`src/rtl/csr_counter_pkg.sv`:
```
package csr_counter_pkg;

   localparam int CNT_W  = 64;
   localparam int HALF_W = 32;
   localparam int ADDR_W = 12;

   // Address map (values fixed by the instruction encoding that reaches this block)
   localparam logic [ADDR_W-1:0] A_U_CYC    = 12'hC00;
   localparam logic [ADDR_W-1:0] A_U_TIM    = 12'hC01;
   localparam logic [ADDR_W-1:0] A_U_RET    = 12'hC02;
   localparam logic [ADDR_W-1:0] A_U_CYC_HI = 12'hC80;
   localparam logic [ADDR_W-1:0] A_U_TIM_HI = 12'hC81;
   localparam logic [ADDR_W-1:0] A_U_RET_HI = 12'hC82;
   localparam logic [ADDR_W-1:0] A_M_CYC    = 12'hB00;
   localparam logic [ADDR_W-1:0] A_M_RET    = 12'hB02;
   localparam logic [ADDR_W-1:0] A_M_CYC_HI = 12'hB80;
   localparam logic [ADDR_W-1:0] A_M_RET_HI = 12'hB82;
   localparam logic [ADDR_W-1:0] A_M_INH    = 12'h320;

   // Inhibit bit positions
   localparam int INH_CYC_BIT = 0;
   localparam int INH_RET_BIT = 2;

   typedef enum logic [2:0] {
      SRC_NONE,
      SRC_CYC_LO,
      SRC_CYC_HI,
      SRC_TIM_LO,
      SRC_TIM_HI,
      SRC_RET_LO,
      SRC_RET_HI,
      SRC_INH
   } rd_src_e;

   typedef struct packed {
      logic cyc_lo;
      logic cyc_hi;
      logic ret_lo;
      logic ret_hi;
      logic inh;
   } wr_strobe_t;

endpackage

```
`src/rtl/csr_counter_decode.sv`:
```
module csr_counter_decode
   import csr_counter_pkg::*;
#(
   parameter int XLEN = 32
) (
   input  logic [ADDR_W-1:0] addr_i,
   input  logic              we_i,
   output rd_src_e           src_o,
   output logic              hit_o,
   output wr_strobe_t        wr_o
);

   localparam bit HAS_HI = (XLEN < CNT_W);

   rd_src_e hi_src;
   logic    hi_hit;
   logic    hi_wr_cyc;
   logic    hi_wr_ret;

   generate
      if (HAS_HI) begin : g_hi_dec
         always_comb begin
            hi_src    = SRC_NONE;
            hi_hit    = 1'b0;
            hi_wr_cyc = 1'b0;
            hi_wr_ret = 1'b0;
            case (addr_i)
               A_U_CYC_HI: begin hi_src = SRC_CYC_HI; hi_hit = 1'b1; end
               A_U_TIM_HI: begin hi_src = SRC_TIM_HI; hi_hit = 1'b1; end
               A_U_RET_HI: begin hi_src = SRC_RET_HI; hi_hit = 1'b1; end
               A_M_CYC_HI: begin
                  hi_src    = SRC_CYC_HI;
                  hi_hit    = 1'b1;
                  hi_wr_cyc = we_i;
               end
               A_M_RET_HI: begin
                  hi_src    = SRC_RET_HI;
                  hi_hit    = 1'b1;
                  hi_wr_ret = we_i;
               end
               default: ;
            endcase
         end
      end else begin : g_no_hi
         assign hi_src    = SRC_NONE;
         assign hi_hit    = 1'b0;
         assign hi_wr_cyc = 1'b0;
         assign hi_wr_ret = 1'b0;
      end
   endgenerate

   always_comb begin
      src_o = SRC_NONE;
      hit_o = 1'b0;
      wr_o  = '0;
      case (addr_i)
         A_U_CYC: begin src_o = SRC_CYC_LO; hit_o = 1'b1; end
         A_U_TIM: begin src_o = SRC_TIM_LO; hit_o = 1'b1; end
         A_U_RET: begin src_o = SRC_RET_LO; hit_o = 1'b1; end
         A_M_CYC: begin
            src_o     = SRC_CYC_LO;
            hit_o     = 1'b1;
            wr_o.cyc_lo = we_i;
         end
         A_M_RET: begin
            src_o     = SRC_RET_LO;
            hit_o     = 1'b1;
            wr_o.ret_lo = we_i;
         end
         A_M_INH: begin
            src_o     = SRC_INH;
            hit_o     = 1'b1;
            wr_o.inh  = we_i;
         end
         default: begin
            src_o       = hi_src;
            hit_o       = hi_hit;
            wr_o.cyc_hi = hi_wr_cyc;
            wr_o.ret_hi = hi_wr_ret;
         end
      endcase
   end

endmodule

```
`src/rtl/csr_counter64.sv`:
```
module csr_counter64
   import csr_counter_pkg::*;
#(
   parameter int XLEN = 32
) (
   input  logic             clk_i,
   input  logic             rst_ni,
   input  logic             inc_i,
   input  logic             wr_lo_i,
   input  logic             wr_hi_i,
   input  logic [XLEN-1:0]  wdata_i,
   output logic [CNT_W-1:0] cnt_o
);

   localparam bit SPLIT = (XLEN < CNT_W);

   logic [CNT_W-1:0] cnt_q;
   logic [CNT_W-1:0] cnt_d;

   // Software write wins over the increment of the same edge
   always_comb begin
      cnt_d = cnt_q;
      if (wr_lo_i) begin
         cnt_d[XLEN-1:0] = wdata_i;
      end else if (wr_hi_i) begin
         cnt_d[CNT_W-1:HALF_W] = wdata_i[HALF_W-1:0];
      end else if (inc_i) begin
         cnt_d = cnt_q + {{(CNT_W-1){1'b0}}, 1'b1};
      end
   end

   always_ff @(posedge clk_i) begin
      if (!rst_ni) cnt_q <= '0;
      else         cnt_q <= cnt_d;
   end

   assign cnt_o = cnt_q;

   // written low word is what gets stored
   a_r7_write_wins : assert property (@(posedge clk_i) disable iff (!rst_ni)
      wr_lo_i |=> cnt_o[XLEN-1:0] == $past(wdata_i));

   // counting step of exactly one (R8: carries across all 64 bits)
   a_r2_step_one : assert property (@(posedge clk_i) disable iff (!rst_ni)
      (inc_i && !wr_lo_i && !wr_hi_i) |=> cnt_o == $past(cnt_o) + 64'd1);

   // no increment and no write means no change
   a_r2_hold : assert property (@(posedge clk_i) disable iff (!rst_ni)
      (!inc_i && !wr_lo_i && !wr_hi_i) |=> $stable(cnt_o));

   generate
      if (SPLIT) begin : g_split_chk
         // low-word write keeps the upper bits
         a_r5_keep_high : assert property (@(posedge clk_i) disable iff (!rst_ni)
            wr_lo_i |=> cnt_o[CNT_W-1:XLEN] == $past(cnt_o[CNT_W-1:XLEN]));
         // high-word write keeps the lower bits and stores the data above
         a_r6_high_write : assert property (@(posedge clk_i) disable iff (!rst_ni)
            (wr_hi_i && !wr_lo_i) |=> (cnt_o[HALF_W-1:0] == $past(cnt_o[HALF_W-1:0]))
                                   && (cnt_o[CNT_W-1:HALF_W] == $past(wdata_i[HALF_W-1:0])));
      end
   endgenerate

endmodule

```
`src/rtl/csr_counter_inhibit.sv`:
```
module csr_counter_inhibit
   import csr_counter_pkg::*;
#(
   parameter int XLEN = 32
) (
   input  logic            clk_i,
   input  logic            rst_ni,
   input  logic            wr_i,
   input  logic [XLEN-1:0] wdata_i,
   output logic            inh_cyc_o,
   output logic            inh_ret_o,
   output logic [XLEN-1:0] rd_o
);

   localparam logic [XLEN-1:0] WR_MASK =
      (XLEN'(1) << INH_CYC_BIT) | (XLEN'(1) << INH_RET_BIT);

   logic [XLEN-1:0] inh_q;

   always_ff @(posedge clk_i) begin
      if (!rst_ni)   inh_q <= '0;
      else if (wr_i) inh_q <= wdata_i & WR_MASK;
   end

   assign inh_cyc_o = inh_q[INH_CYC_BIT];
   assign inh_ret_o = inh_q[INH_RET_BIT];
   assign rd_o      = inh_q;

   // written enable bits appear on the next edge
   a_r9_inh_update : assert property (@(posedge clk_i) disable iff (!rst_ni)
      wr_i |=> (inh_cyc_o == $past(wdata_i[INH_CYC_BIT]))
            && (inh_ret_o == $past(wdata_i[INH_RET_BIT])));

endmodule

```
`src/rtl/csr_counter_bank.sv`:
```
module csr_counter_bank
   import csr_counter_pkg::*;
#(
   parameter int XLEN = 32
) (
   input  logic              clk_i,
   input  logic              rst_ni,
   input  logic              retire_i,
   input  logic [CNT_W-1:0]  time_i,
   input  logic [ADDR_W-1:0] csr_addr_i,
   input  logic              csr_we_i,
   input  logic [XLEN-1:0]   csr_wdata_i,
   output logic [XLEN-1:0]   csr_rdata_o,
   output logic              csr_hit_o
);

   generate
      if (!(XLEN == 32 || XLEN == 64)) begin : g_bad_xlen
         $error("csr_counter_bank: XLEN must be 32 or 64");
      end
   endgenerate

   rd_src_e          src;
   wr_strobe_t       wr;
   logic             inh_cyc;
   logic             inh_ret;
   logic [XLEN-1:0]  inh_rd;
   logic [CNT_W-1:0] cyc_cnt;
   logic [CNT_W-1:0] ret_cnt;

   csr_counter_decode #(.XLEN(XLEN)) u_decode (
      .addr_i (csr_addr_i),
      .we_i   (csr_we_i),
      .src_o  (src),
      .hit_o  (csr_hit_o),
      .wr_o   (wr)
   );

   csr_counter_inhibit #(.XLEN(XLEN)) u_inhibit (
      .clk_i     (clk_i),
      .rst_ni    (rst_ni),
      .wr_i      (wr.inh),
      .wdata_i   (csr_wdata_i),
      .inh_cyc_o (inh_cyc),
      .inh_ret_o (inh_ret),
      .rd_o      (inh_rd)
   );

   csr_counter64 #(.XLEN(XLEN)) u_cycle (
      .clk_i   (clk_i),
      .rst_ni  (rst_ni),
      .inc_i   (!inh_cyc),
      .wr_lo_i (wr.cyc_lo),
      .wr_hi_i (wr.cyc_hi),
      .wdata_i (csr_wdata_i),
      .cnt_o   (cyc_cnt)
   );

   csr_counter64 #(.XLEN(XLEN)) u_retired (
      .clk_i   (clk_i),
      .rst_ni  (rst_ni),
      .inc_i   (retire_i && !inh_ret),
      .wr_lo_i (wr.ret_lo),
      .wr_hi_i (wr.ret_hi),
      .wdata_i (csr_wdata_i),
      .cnt_o   (ret_cnt)
   );

   always_comb begin
      csr_rdata_o = '0;
      case (src)
         SRC_CYC_LO: csr_rdata_o = cyc_cnt[XLEN-1:0];
         SRC_CYC_HI: csr_rdata_o[HALF_W-1:0] = cyc_cnt[CNT_W-1:HALF_W];
         SRC_TIM_LO: csr_rdata_o = time_i[XLEN-1:0];
         SRC_TIM_HI: csr_rdata_o[HALF_W-1:0] = time_i[CNT_W-1:HALF_W];
         SRC_RET_LO: csr_rdata_o = ret_cnt[XLEN-1:0];
         SRC_RET_HI: csr_rdata_o[HALF_W-1:0] = ret_cnt[CNT_W-1:HALF_W];
         SRC_INH:    csr_rdata_o = inh_rd;
         default:    csr_rdata_o = '0;
      endcase
   end

   // time low word passes straight through
   a_r3_time_read : assert property (@(posedge clk_i) disable iff (!rst_ni)
      (csr_addr_i == A_U_TIM) |-> csr_rdata_o == time_i[XLEN-1:0]);

   // bit 1 of the inhibit register never reads as one
   a_r9_bit1_zero : assert property (@(posedge clk_i) disable iff (!rst_ni)
      (csr_addr_i == A_M_INH) |-> !csr_rdata_o[1]);

   // undecoded reads return zero
   a_r10_miss_zero : assert property (@(posedge clk_i) disable iff (!rst_ni)
      !csr_hit_o |-> csr_rdata_o == '0);

   generate
      if (XLEN == CNT_W) begin : g_wide_chk
         // no high-word aliases at full width
         a_r4_no_alias : assert property (@(posedge clk_i) disable iff (!rst_ni)
            (csr_addr_i == A_M_CYC_HI || csr_addr_i == A_M_RET_HI ||
             csr_addr_i == A_U_CYC_HI || csr_addr_i == A_U_TIM_HI ||
             csr_addr_i == A_U_RET_HI) |-> !csr_hit_o);
      end
   endgenerate

endmodule

```
`config.mk`:
```
export PLATFORM = sky130hd
export DESIGN_NAME = csr_counter_bank
export DESIGN_NICKNAME = d
export VERILOG_FILES = /design/src/rtl/csr_counter_pkg.sv /design/src/rtl/csr_counter_decode.sv /design/src/rtl/csr_counter64.sv /design/src/rtl/csr_counter_inhibit.sv /design/src/rtl/csr_counter_bank.sv
export SDC_FILE = /design/constraint.sdc
export NUM_CORES = 1
export LEC_CHECK = 0
export BUFFER_PORTS_ARGS = -buffer_cell sky130_fd_sc_hd__clkbuf_2
export CORE_MARGIN = 2
export CORE_UTILIZATION = 55
export CTS_CLUSTER_DIAMETER = 200
export DETAILED_ROUTE_END_ITERATION = 8
export PLACE_DENSITY = 0.78
export SETUP_SLACK_MARGIN = 0.05
export SLEW_MARGIN = 20
export SYNTH_ARGS = -nofsm -noshare
export SYNTH_HDL_FRONTEND = slang
export SYNTH_SLANG_ARGS = --single-unit
```
`constraint.sdc`:
```
create_clock -name clk_i -period 5.2 [get_ports clk_i]
set_clock_uncertainty 0.1 [all_clocks]
set_input_delay 0.26 -clock clk_i [delete_from_list [all_inputs] [get_ports clk_i]]
set_output_delay 0.26 -clock clk_i [all_outputs]
set_load 0.03 [all_outputs]
```
==> impl_results.md <==
* Port buffer count at 144
* Post-CTS Hold Fix Bufs at 0
* Period Utilization, post-route at 0.641
* Final setup vio count at 0
* FILL cells at 1435
* Main synth FF type: dfxtp_1
* Leading area contributor after synthesis: dfxtp_1
* Non-Filler Instances at 1516
* Post-CTS resize count at 0
* Synth top area share at 0.291
* DRT Wirelength at roughly 41 mm
* TritonCTS clock tree: built
* WP data required at 4840 ps
* Lkg Pwr at 3.47 nW
* Worst-Skew Late Latency at between 400 and 500 ps
* Cells after Synth at 1189
* Crit path kind: in2out
* Synthesized area per cell at 7.53 sq um
* Critical Path Source Type: primary input
* Number of CTS-inserted buffers at 17
* Vias at roughly 11000
* Drt initial violations at 1954
* GP Congestion at roughly 1.1
* Largest net degree at the start of global routing at 63
* Core area at 0.0159 sq mm
* EDFF count, synth at 0
* Dpl cell area at 0.00976 sq mm
* I/O Pins at ~150
* CTS Root Buffer Type: clkbuf_16
* Number of global-route vias before repair at 9557
* Antenna violations before repair at 3
* Area contributors post-synth: dfxtp_1, a22oi_1, a21oi_1
* Max Cap Viol at 0
* DIE WIDTH at 132 um
* Minimum clock period at between 3000 and 4000 ps
* Total gr overflow at 0
* Vias per cell at 7.20
* Initial Util at 0.563
* CTS max path bufs at 2
* Count leader, synth: dfxtp_1
* Worst-Margin Slew at 1140 ps
* Final Slew Violations at 0
* Post-Syn Nets at 1303
* Max Clk Rate at between 0.3 and 0.4 GHz
* Antenna-violating nets left at 0
* Seq/Total Area, Yosys at 0.291
* Die area at 0.0173 sq mm
* DR pass1 iterations at 7
* VDD IR max at approximately 210 uV
* Setup Fix Bufs, Post-CTS at 0
* Clock transition at the registers of the reported paths at 60 ps
* Layout cell share with drive strength beyond 1 at 0.180
* DRC at 0
* Syn-to-layout area delta at 17.1%
* H-tree lvl count at 4
* Global Route Usage Sum at 0.460
* Ys Warns at 0
* Max-slew headroom at 0.238
* HP Class: in2reg
* DP HPWL at 30.3 mm
* Critical path capture point type: output pin
* Mapped cell area at 0.00895 sq mm
* Pwr dens at 251 mW/mm^2
* Sink Count at 130
* Final setup margin at 1870 ps
* Die Y at 132 um
* Final-stage net count at 1399
* Worst-path maximum fanout at 27
* FFs w/ async S/R, synth at 0
* RSZ-0062 raised after global routing: no
* Seq cells post-synth at between 100 and 150
* FP Rows at 46
* Post-DR wirelength/cell at 27.2 um
* Final setup TNS at 0 ps
* Worst EP arrival at slightly below 3000 ps
* Post-route cell area at approximately 0.010 sq mm
* Most frequent cells after synthesis: dfxtp_1, a22oi_1, nand2_1
* Inst Count DP at 1482
* Final Hold Violating Endpoints at 0
* Netlist cell types at 69
* DP Worst Slack at 2090 ps
* Status: complete, no violations
* Global-route wire length before repair at 60.4 mm
placed cells by master (no fill, tap or decap), types with 32 or more instances in the layout:
master / count
nand4_1: 60
nor4_1: 32
nor3_1: 43
a22oi_1: 109
dfxtp_1: 130
nor2_1: 66
nand2_1: 100
a21oi_1: 95
o21ai_0: 79
clkbuf_2: 144
nand3_1: 91
xnor2_1: 50
area by class of cell:
class	count	area, sq um	share of cell area
multi-input cells	962	6000	0.572
flip-flops and latches	130	2600	0.248
repair buffers	161	848	0.0809
clock buffers	19	453	0.0432
well taps	216	270	0.0258
clock inverters	13	255	0.0243
inverters	13	48.8	0.00466
diodes	2	5.00	0.000477
per-layer routing:
| metal | routed length, um | vias to the layer above | global-route usage |
|---|---|---|---|
| met4 | 2520 | 0 | 0.217 |
| met3 | 6850 | 190 | 0.159 |
| met5 | 0 | - | 0 |
| met2 | 16400 | 967 | 0.643 |
| met1 | 15500 | 5002 | 0.630 |
| li1 | - | 4752 | - |
power breakdown:
group	total [mW]	internal (mW)	switching, mW
sequential	1.01	1.00	0.00901
combinational	0.172	0.0525	0.120
clock	1.45	0.973	0.480
total	2.64	2.03	0.609
logic make-up (layout without fill, tap and decap cells):
group	count (synthesis)	in the layout	synth area share
and+or+nand+nor	497	497	0.303
AOI/OAI and AO/OA	370	370	0.266
DFF	130	130	0.291
buffers and inverters	97	206	0.0438
xor gates and xnor gates	79	79	0.0773
muxes	14	14	0.0168
adders and majority gates	2	2	0.00280
other	0	2	0
stage by stage:
stage | hold WS, ps | power (mW) | utilization
2_1_floorplan | 293 | 1.09 | -
3_3_place_gp | 407 | 1.19 | 0.614
3_5_place_dp | 404 | 1.19 | 0.614
4_1_cts | 50.6 | 2.62 | 0.659
5_1_grt | 81.9 | 2.68 | 0.660
6_report | 60.6 | 2.64 | 0.660
final timing paths:
check                      start                  end  slack, ps  depth (start not counted)
max reg2reg     u_cycle.cnt_o[3]    u_cycle.cnt_o[49]       1910                          6
min reg2reg  u_retired.cnt_o[38]  u_retired.cnt_o[38]        410                          2
max                csr_addr_i[7]      csr_rdata_o[23]       1870                          7
min                     csr_we_i    u_inhibit.rd_o[2]         60                          3
flip-flops by register name (all words and copies together) (netlist names):
name             cells
u_retired.cnt_o     64
u_cycle.cnt_o       64
u_inhibit.rd_o       2
worst max-delay path, stage by stage:
cell and delay (ps):
clkbuf_2 250, nor4b_2 570, nand3_1 270, nor2_4 710
a22oi_1 460, nand3_1 210, clkbuf_2 230
No activity file was read; power rests on OpenSTA's default activity.
